### src/rtl/tilt_mapper_pkg.sv
package tilt_mapper_pkg;
  localparam logic [2:0] RGN_ROM_SEL = 3'd1;
  localparam logic [2:0] RGN_RAM_SEL = 3'd2;
  localparam logic [2:0] RGN_WINDOW  = 3'd5;

  typedef enum logic [3:0] {
    OFS_Z0   = 4'h0,
    OFS_Z1   = 4'h1,
    OFS_XLO  = 4'h2,
    OFS_XHI  = 4'h3,
    OFS_YLO  = 4'h4,
    OFS_YHI  = 4'h5,
    OFS_Z6   = 4'h6,
    OFS_Z7   = 4'h7,
    OFS_EE   = 4'h8
  } ofs_e;
endpackage

### src/rtl/tilt_axis.sv
module tilt_axis #(
  parameter int RAW_W  = 32,
  parameter int TILT_W = 12,
  parameter int SHIFT  = 21
) (
  input  logic                     clk,
  input  logic                     rst,
  input  logic                     stb,
  input  logic signed [RAW_W-1:0]  raw,
  output logic [TILT_W-1:0]        tilt
);
  localparam logic signed [RAW_W-1:0] CENTER = RAW_W'((1 << (TILT_W-1)) - 1);

  logic signed [RAW_W-1:0] negated;
  logic signed [RAW_W-1:0] shifted;
  logic signed [RAW_W-1:0] centred;

  always_comb begin
    negated = -raw;
    shifted = negated >>> SHIFT;
    centred = shifted + CENTER;
  end

  always_ff @(posedge clk) begin
    if (rst)      tilt <= CENTER[TILT_W-1:0];
    else if (stb) tilt <= centred[TILT_W-1:0];
  end
endmodule

### src/rtl/bank_regs.sv
module bank_regs
  import tilt_mapper_pkg::*;
#(
  parameter int ADDR_W     = 16,
  parameter int DATA_W     = 8,
  parameter int ROM_BANK_W = 7,
  parameter int RAM_BANK_W = 4
) (
  input  logic                  clk,
  input  logic                  rst,
  input  logic [ADDR_W-1:0]     addr,
  input  logic [DATA_W-1:0]     wdata,
  input  logic                  wr,
  output logic [ROM_BANK_W-1:0] rom_bank,
  output logic [RAM_BANK_W-1:0] ram_bank,
  output logic                  ee_wr,
  output logic [DATA_W-1:0]     ee_wdata
);
  localparam int RAM_LIMIT = 1 << RAM_BANK_W;

  logic [2:0] region;
  logic [3:0] offset;
  logic       ram_ok;

  always_comb begin
    region = addr[ADDR_W-1 -: 3];
    offset = addr[7:4];
    ram_ok = (int'(wdata) < RAM_LIMIT);
  end

  always_ff @(posedge clk) begin
    if (rst) begin
      rom_bank <= '0;
      ram_bank <= '0;
      ee_wr    <= 1'b0;
      ee_wdata <= '0;
    end else begin
      ee_wr <= 1'b0;
      if (wr) begin
        if (region == RGN_ROM_SEL)
          rom_bank <= wdata[ROM_BANK_W-1:0];
        if (region == RGN_RAM_SEL && ram_ok)
          ram_bank <= wdata[RAM_BANK_W-1:0];
        if (region == RGN_WINDOW && offset == OFS_EE) begin
          ee_wr    <= 1'b1;
          ee_wdata <= wdata;
        end
      end
    end
  end
endmodule

### src/rtl/reg_readmux.sv
module reg_readmux
  import tilt_mapper_pkg::*;
#(
  parameter int DATA_W = 8,
  parameter int TILT_W = 12
) (
  input  logic              in_window,
  input  logic [3:0]        offset,
  input  logic              present,
  input  logic [TILT_W-1:0] tilt_x,
  input  logic [TILT_W-1:0] tilt_y,
  input  logic              ee_bit,
  output logic [DATA_W-1:0] value
);
  localparam int WW = 2 * DATA_W;
  localparam logic [WW-1:0] IDLE_TILT = WW'((1 << (TILT_W-1)) - 1);

  logic [WW-1:0] wx, wy;

  always_comb begin
    wx = '0;
    wy = '0;
    wx[TILT_W-1:0] = tilt_x;
    wy[TILT_W-1:0] = tilt_y;
    if (!present) begin
      wx = IDLE_TILT;
      wy = IDLE_TILT;
    end
    value = '1;
    if (in_window) begin
      unique case (offset)
        OFS_Z0, OFS_Z1, OFS_Z6, OFS_Z7: value = '0;
        OFS_XLO: value = wx[DATA_W-1:0];
        OFS_XHI: value = wx[WW-1:DATA_W];
        OFS_YLO: value = wy[DATA_W-1:0];
        OFS_YHI: value = wy[WW-1:DATA_W];
        OFS_EE:  value = {{(DATA_W-1){1'b0}}, ee_bit};
        default: value = '1;
      endcase
    end
  end
endmodule

### src/rtl/tilt_mapper_regs.sv
module tilt_mapper_regs
  import tilt_mapper_pkg::*;
#(
  parameter int ADDR_W     = 16,
  parameter int DATA_W     = 8,
  parameter int RAW_W      = 32,
  parameter int TILT_W     = 12,
  parameter int SHIFT      = 21,
  parameter int ROM_BANK_W = 7,
  parameter int RAM_BANK_W = 4
) (
  input  logic                    clk,
  input  logic                    rst,
  input  logic [ADDR_W-1:0]       bus_addr,
  input  logic [DATA_W-1:0]       bus_wdata,
  input  logic                    bus_wr,
  input  logic                    sample_stb,
  input  logic                    sensor_present,
  input  logic signed [RAW_W-1:0] raw_x,
  input  logic signed [RAW_W-1:0] raw_y,
  input  logic                    ee_dout,
  output logic [DATA_W-1:0]       rd_data,
  output logic [ROM_BANK_W-1:0]   rom_bank,
  output logic [RAM_BANK_W-1:0]   ram_bank,
  output logic                    ee_wr,
  output logic [DATA_W-1:0]       ee_wdata
);
  localparam int AXES = 2;

  logic signed [RAW_W-1:0] raw_arr  [AXES];
  logic [TILT_W-1:0]       tilt_arr [AXES];
  logic [DATA_W-1:0]       rd_next;

  assign raw_arr[0] = raw_x;
  assign raw_arr[1] = raw_y;

  for (genvar g = 0; g < AXES; g++) begin : g_axis
    tilt_axis #(.RAW_W(RAW_W), .TILT_W(TILT_W), .SHIFT(SHIFT)) u_axis (
      .clk  (clk),
      .rst  (rst),
      .stb  (sample_stb),
      .raw  (raw_arr[g]),
      .tilt (tilt_arr[g])
    );
  end

  bank_regs #(
    .ADDR_W(ADDR_W), .DATA_W(DATA_W),
    .ROM_BANK_W(ROM_BANK_W), .RAM_BANK_W(RAM_BANK_W)
  ) u_banks (
    .clk      (clk),
    .rst      (rst),
    .addr     (bus_addr),
    .wdata    (bus_wdata),
    .wr       (bus_wr),
    .rom_bank (rom_bank),
    .ram_bank (ram_bank),
    .ee_wr    (ee_wr),
    .ee_wdata (ee_wdata)
  );

  reg_readmux #(.DATA_W(DATA_W), .TILT_W(TILT_W)) u_mux (
    .in_window (bus_addr[ADDR_W-1 -: 3] == RGN_WINDOW),
    .offset    (bus_addr[7:4]),
    .present   (sensor_present),
    .tilt_x    (tilt_arr[0]),
    .tilt_y    (tilt_arr[1]),
    .ee_bit    (ee_dout),
    .value     (rd_next)
  );

  always_ff @(posedge clk) begin
    if (rst) rd_data <= '1;
    else     rd_data <= rd_next;
  end
endmodule

### config.mk
export PLATFORM = sky130hd
export DESIGN_NAME = tilt_mapper_regs
export DESIGN_NICKNAME = d
export VERILOG_FILES = /design/src/rtl/tilt_mapper_pkg.sv /design/src/rtl/tilt_axis.sv /design/src/rtl/bank_regs.sv /design/src/rtl/reg_readmux.sv /design/src/rtl/tilt_mapper_regs.sv
export SDC_FILE = /design/constraint.sdc
export NUM_CORES = 1
export LEC_CHECK = 0
export BUFFER_PORTS_ARGS = -buffer_cell sky130_fd_sc_hd__buf_2
export CAP_MARGIN = 30
export CORE_MARGIN = 2
export CORE_UTILIZATION = 35
export DETAILED_ROUTE_END_ITERATION = 10
export GPL_ROUTABILITY_DRIVEN = 0
export SLEW_MARGIN = 20
export SYNTH_ARGS = -nofsm -noshare
export SYNTH_HDL_FRONTEND = slang
export SYNTH_HIERARCHICAL = 1
export SYNTH_SLANG_ARGS = --single-unit
### constraint.sdc
create_clock -name clk -period 7.05 [get_ports clk]
set_clock_uncertainty 0.2 [all_clocks]
set_input_delay 0 -clock clk [delete_from_list [all_inputs] [get_ports clk]]
set_output_delay 0 -clock clk [all_outputs]
set_load 0.01 [all_outputs]
==> reports/results.tsv, run 1 <==
metric	value	unit
status	finished, violations left	
violations	hold timing	
crit_path_max_fanout	7	
synth-seq-cells	52	
grt_max_degree	65	
synth.distinct_cells	49	
cts_max_level	2	
io_pins	122	
synth_top_family_by_area	simple AND/OR/NAND/NOR gates	
muxShareOfSynthArea	6.07	%
track_usage	16.7	%
dieArea	9730	um2
tightest_slew	0.652	ns
syn_nets	453	
cp.arrival	2.64	ns
synth_ff_type	dfxtp_1	
power_density	151	nW/um2
first_global_vias	2981	
synth_edf_count	0	
nFillCells	860	
hold_slack	-0.0138	ns
crit_type	in2reg	
relSlewSlack	56.5	%
synth-simple-area-share	36.7	%
final_cell_mix	112 x buf_2, 52 x dfxtp_1, 31 x nand2b_1, 31 x dlygate4sd3_1, 27 x nor2_1	
async_flop_share	0	%
rsz0062_at_grt	false	
period_share	37.4	%
cts_tree	built	
synth-xor-area-share	6.15	%
place_area	3770	um2
ir_drop	0.0747	mV
routed_wl	8340	um
syn_area_per_cell	8.78	um2
fmax	379	MHz
hold_path.class	in2reg	
clkTransAtPathRegs	0.10	ns
vias	3212	
grt_first_pass_wirelength	13500	um
setup_viol	0	
postLayoutCellArea	4220	um2
initial_utilization	36.0	%
timing.setup.tns	0	ns
crit_required	7.05	ns
cts_buffers	5	
clock_path_buffers	2	
drt_iter0_drc	142	
rows	34	
area_delta_synth_final	34.7	%
grt_overflow	0	
drtAntennaViolNets	0	
coreArea	8720	um2
nets	592	
clock_latency	0.30	ns
port_buffers	112	
synth_cells	357	
hold_viol_final	1	
die_w	98.7	um
root_buffer	clkbuf_8	
yosys_warnings	6	
grt_antenna_before_repair	0	
yosysSeqAreaShare	33.2	%
wire_per_inst	13.8	um
dp_hpwl	6290	um
syn_area	3140	um2
multi_input_comb_area	2020	um2
cts_resized	0	
drt_pass1_iterations	4	
drive_gt1_share	28.0	%
cts_setup_buffers	0	
clock_sinks	52	
cap_violations	0	
final_max_slew_viol_count	0	
synth_compound_area_share	14.7	%
endpoint_kind	flip-flop	
final_common_cell	buf_2	
power_leakage	1.72	nW
n_antenna_cell	0	
ff_latch_area	1040	um2
period_needed	2.64	ns
drc_errors	0	
synthAdderAreaFrac	0.798	%
die_h	98.7	um
viasPerCell	5.31	
worstSetupStartpointType	primary input	
-- critical path, cell delays in order --
cell and delay, ns:
buf_2 0.09, or4_4 0.53, or3_4 0.37, nor2_1 0.27, xor2_1 0.26, ha_1 0.36
nand2_1 0.09, o32ai_1 0.28, xnor2_1 0.10, a211o_1 0.28
-- cells by family (layout without fill, tap and decap cells) --
family	Yosys count	after routing
muxes	19	19
xor gates and xnor gates	22	22
AOI/OAI and AO/OA	61	61
adders and majority gates	2	2
and+or+nand+nor	185	185
buffers and inverters	16	156
DFF	52	52
-- report_power, final --
group / leakage, nW / switching [mW] / internal (mW) / total, mW
clock network: 0.0548 / 0.101 / 0.107 / 0.208
logic: 1.23 / 0.0582 / 0.0611 / 0.119
registers: 0.426 / 0.00586 / 0.305 / 0.311
total: 1.72 / 0.165 / 0.473 / 0.639
-- metrics by stage --
stage	std cells	power, mW	util, %	setup WS (ns)
after floorplan	357	0.371	-	4.44
after global placement	565	0.419	43.2	4.11
after detailed placement	565	0.421	43.2	4.10
after CTS	604	0.645	48.1	4.42
after global routing	605	0.672	48.4	4.20
final	605	0.639	48.4	4.41
-- path summary, 6_finish.rpt --
| check | startpoint | to | slack, ns | cells after the start |
|---|---|---|---|---|
| max reg2reg | g_axis[0].u_axis/tilt[8] | rd_data[0] | 5.70 | 4 |
| min reg2reg | u_banks/ram_bank[1] | u_banks/ram_bank[1] | 0.28 | 2 |
| min | rst | u_banks/rom_bank[6] | -0.01 | 2 |
| max | raw_x[15] | g_axis[0].u_axis/tilt[6] | 4.41 | 10 |
-- cells in the mapped netlist (8+ instances only) --
master    instances  area share (%)
a211o_1          12             3.4
xnor2_1          14             3.9
mux2i_1          19             6.1
dfxtp_1          52              33
nor3_1           12             1.9
or2_1             8             1.6
clkbuf_1          9             1.1
xor2_1            8             2.2
nand2b_1         31             6.2
nor4_1           16             3.2
and3_1            8             1.6
nor2_1           27             3.2
nor2b_1          13             2.6
nand3_1           8             1.3
a22oi_1           8             1.9
nand2_1          24             2.9
-- what timing repair did --
item / in CTS / in global routing
endpoints found under the setup margin: 0 / 0
hold buffers: 31 / 0
endpoints found under the hold margin: 40 / 0
-- state kept, by name, summed over array words and instances (netlist names) --
name and count:
u_banks/ram_bank 4, rd_data 8, g_axis.u_axis/tilt 24, u_banks/rom_bank 7, u_banks/ee_wr 1, u_banks/ee_wdata 8
-- per-layer routing --
metal	global-route usage, %	part of all wire, %	vias to the layer above
li1	-	-	1602
met1	22.8	49	1488
met2	27.9	44	117
met3	2.27	5.9	5
met4	4.00	0.89	0
met5	0	0	-
-- cell type report --
cell class | count | share of cell area [%]
Clock buffer | 5 | 1.63
Multi-Input combinational cell | 289 | 47.8
Inverter | 4 | 0.355
Timing Repair Buffer | 144 | 21.3
Clock inverter | 3 | 1.10
Sequential cell | 52 | 24.6
Tap cell | 108 | 3.20
(Power assumes the default switching activity.)
==> run 2: changes to the inputs <==
- clock period: 7.05 -> 2.1 ns (I/O delays scaled with it)
==> run 2 against run 1 <==
Effect of this change: sequential power grew to 3.3 times the previous value; the flow finishes with violations (setup timing); highest routed layer unchanged; critical endpoint is now g_axis[1].u_axis/tilt[10]; clock power rose to 2.8 times the previous value; non-clock buffer count grew 34; largest power group unchanged.
==> reports/results.tsv, run 2 (synthesis gave the netlist of run 1 again) <==
metric	value	unit	change
tightest_slew	0.521	ns	was 0.652 ns
violations	setup timing		was hold timing
track_usage	17.6	%	was 16.7%
power_leakage	1.92	nW	was 1.72 nW
hold_slack	0.00516	ns	was -0.0138 ns
fmax	427	MHz	
setup_viol	10		was 0
final_util	53.2	%	was 48.4%
clock_latency	0.30	ns	about the same
die_h	98.7	um	unchanged
area_delta_synth_final	47.9	%	was 34.7%
vias	3297		was 3212
rows	34		unchanged
clock_path_buffers	2		unchanged
dp_hpwl	6700	um	was 6290 um
period_needed	2.34	ns	
initial_utilization	36.0	%	unchanged
drt_iter0_drc	175		was 142
grt_overflow	0		unchanged
worstSetupStartpointType	primary input		unchanged
drc_errors	0		unchanged
period_share	112	%	
die_w	98.7	um	unchanged
drt_pass1_iterations	4		unchanged
io_pins	122		unchanged
largestRegisters	g_axis.u_axis/tilt: 24 flops, rd_data: 8 flops, u_banks/ee_wdata: 8 flops		unchanged
crit_path_max_fanout	7		unchanged
nFillCells	824		was 860
top_register	g_axis.u_axis/tilt		unchanged
endpoint_kind	flip-flop		unchanged
wire_per_inst	13.7	um	was 13.8 um
crit_start	raw_y[15]		was raw_x[15]
power_density	449	nW/um2	was 151 nW/um2
first_global_vias	3112		was 2981
final_cell_mix	109 x buf_2, 52 x dfxtp_1, 35 x buf_4		was 112 x buf_2, 52 x dfxtp_1, 31 x nand2b_1, 31 x dlygate4sd3_1, 27 x nor2_1
grt_first_pass_wirelength	14300	um	was 13500 um
coreArea	8720	um2	unchanged
final_max_slew_viol_count	0		unchanged
rsz0062_at_grt	true		was false
crit_type	in2reg		unchanged
viasPerCell	5.16		was 5.31
cp.arrival	2.32	ns	was 2.64 ns
drive_gt1_share	36.2	%	was 28.0%
n_antenna_cell	0		unchanged
multi_input_comb_area	2200	um2	was 2020 um2
hold_path.class	in2reg		unchanged
hold_viol_final	0		was 1
r2r-start	g_axis[0].u_axis/tilt[0]		was g_axis[0].u_axis/tilt[8]
root_buffer	clkbuf_8		unchanged
clkTransAtPathRegs	0.09	ns	was 0.10 ns
relSlewSlack	65.3	%	was 56.5%
drtAntennaViolNets	0		unchanged
worst_slack	-0.242	ns	was 4.41 ns
cap_violations	0		unchanged
ir_drop	0.277	mV	was 0.0747 mV
status	finished, violations left		unchanged
clock_sinks	52		unchanged
cts_max_level	2		unchanged
cts_buffers	5		unchanged
ff_latch_area	1040	um2	unchanged
largest_reg_flops	24		unchanged
nets	626		was 592
routed_wl	8760	um	was 8340 um
crit_required	2.08	ns	was 7.05 ns
final_common_cell	buf_2		unchanged
port_buffers	112		unchanged
grt_max_degree	34		was 65
grt_antenna_before_repair	0		unchanged
hold_start	raw_y[25]		was rst
cts_tree	built		unchanged
dieArea	9730	um2	unchanged
## run 2: cell count changes in the layout (fill, tap and decap cells not counted), moves of 3 or more
cell,delta
buf_2,-3
buf_4,+35
buf_6,+5
xor2_1,-3
xor2_2,+3
## run 2: report_power, final
group / switching, mW / total, mW / internal (mW)
Clock: 0.322 / 0.592 / 0.270
Sequential: 0.0196 / 1.04 / 1.02
Combinational: 0.213 / 0.448 / 0.235
Total: 0.554 / 2.08 / 1.53
## run 2: path summary, 6_finish.rpt
kind,end,cells after the start,slack [ns]
max,g_axis[1].u_axis/tilt[10],10,-0.24
min,g_axis[1].u_axis/tilt[4],4,0.005
max reg2reg,rd_data[0],5,0.35
min reg2reg,u_banks/ram_bank[1],2,0.27
## run 2: through the flow
step / instances / area [um2] / setup slack [ns] / power (mW) / setup TNS, ns
after floorplan: 357 / 3180 / -0.374 / 1.25 / -2.87
after global placement: 596 / 4050 / -0.500 / 1.44 / -4.41
after detailed placement: 596 / 4050 / -0.585 / 1.44 / -5.29
after CTS: 635 / 4480 / -0.217 / 2.09 / -1.67
after global routing: 639 / 4640 / -0.314 / 2.20 / -2.55
final: 639 / 4640 / -0.242 / 2.08 / -1.90
## run 2: per-layer routing
layer | share of wire, % | track usage (%) | up-vias
li1 | - | - | 1659
met1 | 45 | 23.8 | 1521
met2 | 48 | 28.9 | 107
met3 | 5.2 | 2.70 | 10
met4 | 1.6 | 5.37 | 0
met5 | 0 | 0 | -
## run 2: worst max-delay path: stages
cell and delay (ns):
buf_6 0.09, or4_4 0.52, or3_4 0.44, nor3_4 0.17, xor2_2 0.20, ha_4 0.21
buf_6 0.11, o2111ai_4 0.11, a2111oi_4 0.38, nor3_1 0.10
## run 2: cell type report
class,instances,area share (%)
timing repair buffer,178,24.9
sequential,52,22.4
tap,108,2.91
clock inverter,2,0.297
multi-input combinational,289,47.3
clock buffer,6,1.78
inverter,4,0.324
## run 2: repair_timing
action	CTS	global route
buffers inserted	2	4
resized for setup	5	17
setup endpoints to repair	10	10
pin swaps	5	19
hold buffers	29	0
endpoints found under the hold margin	39	0
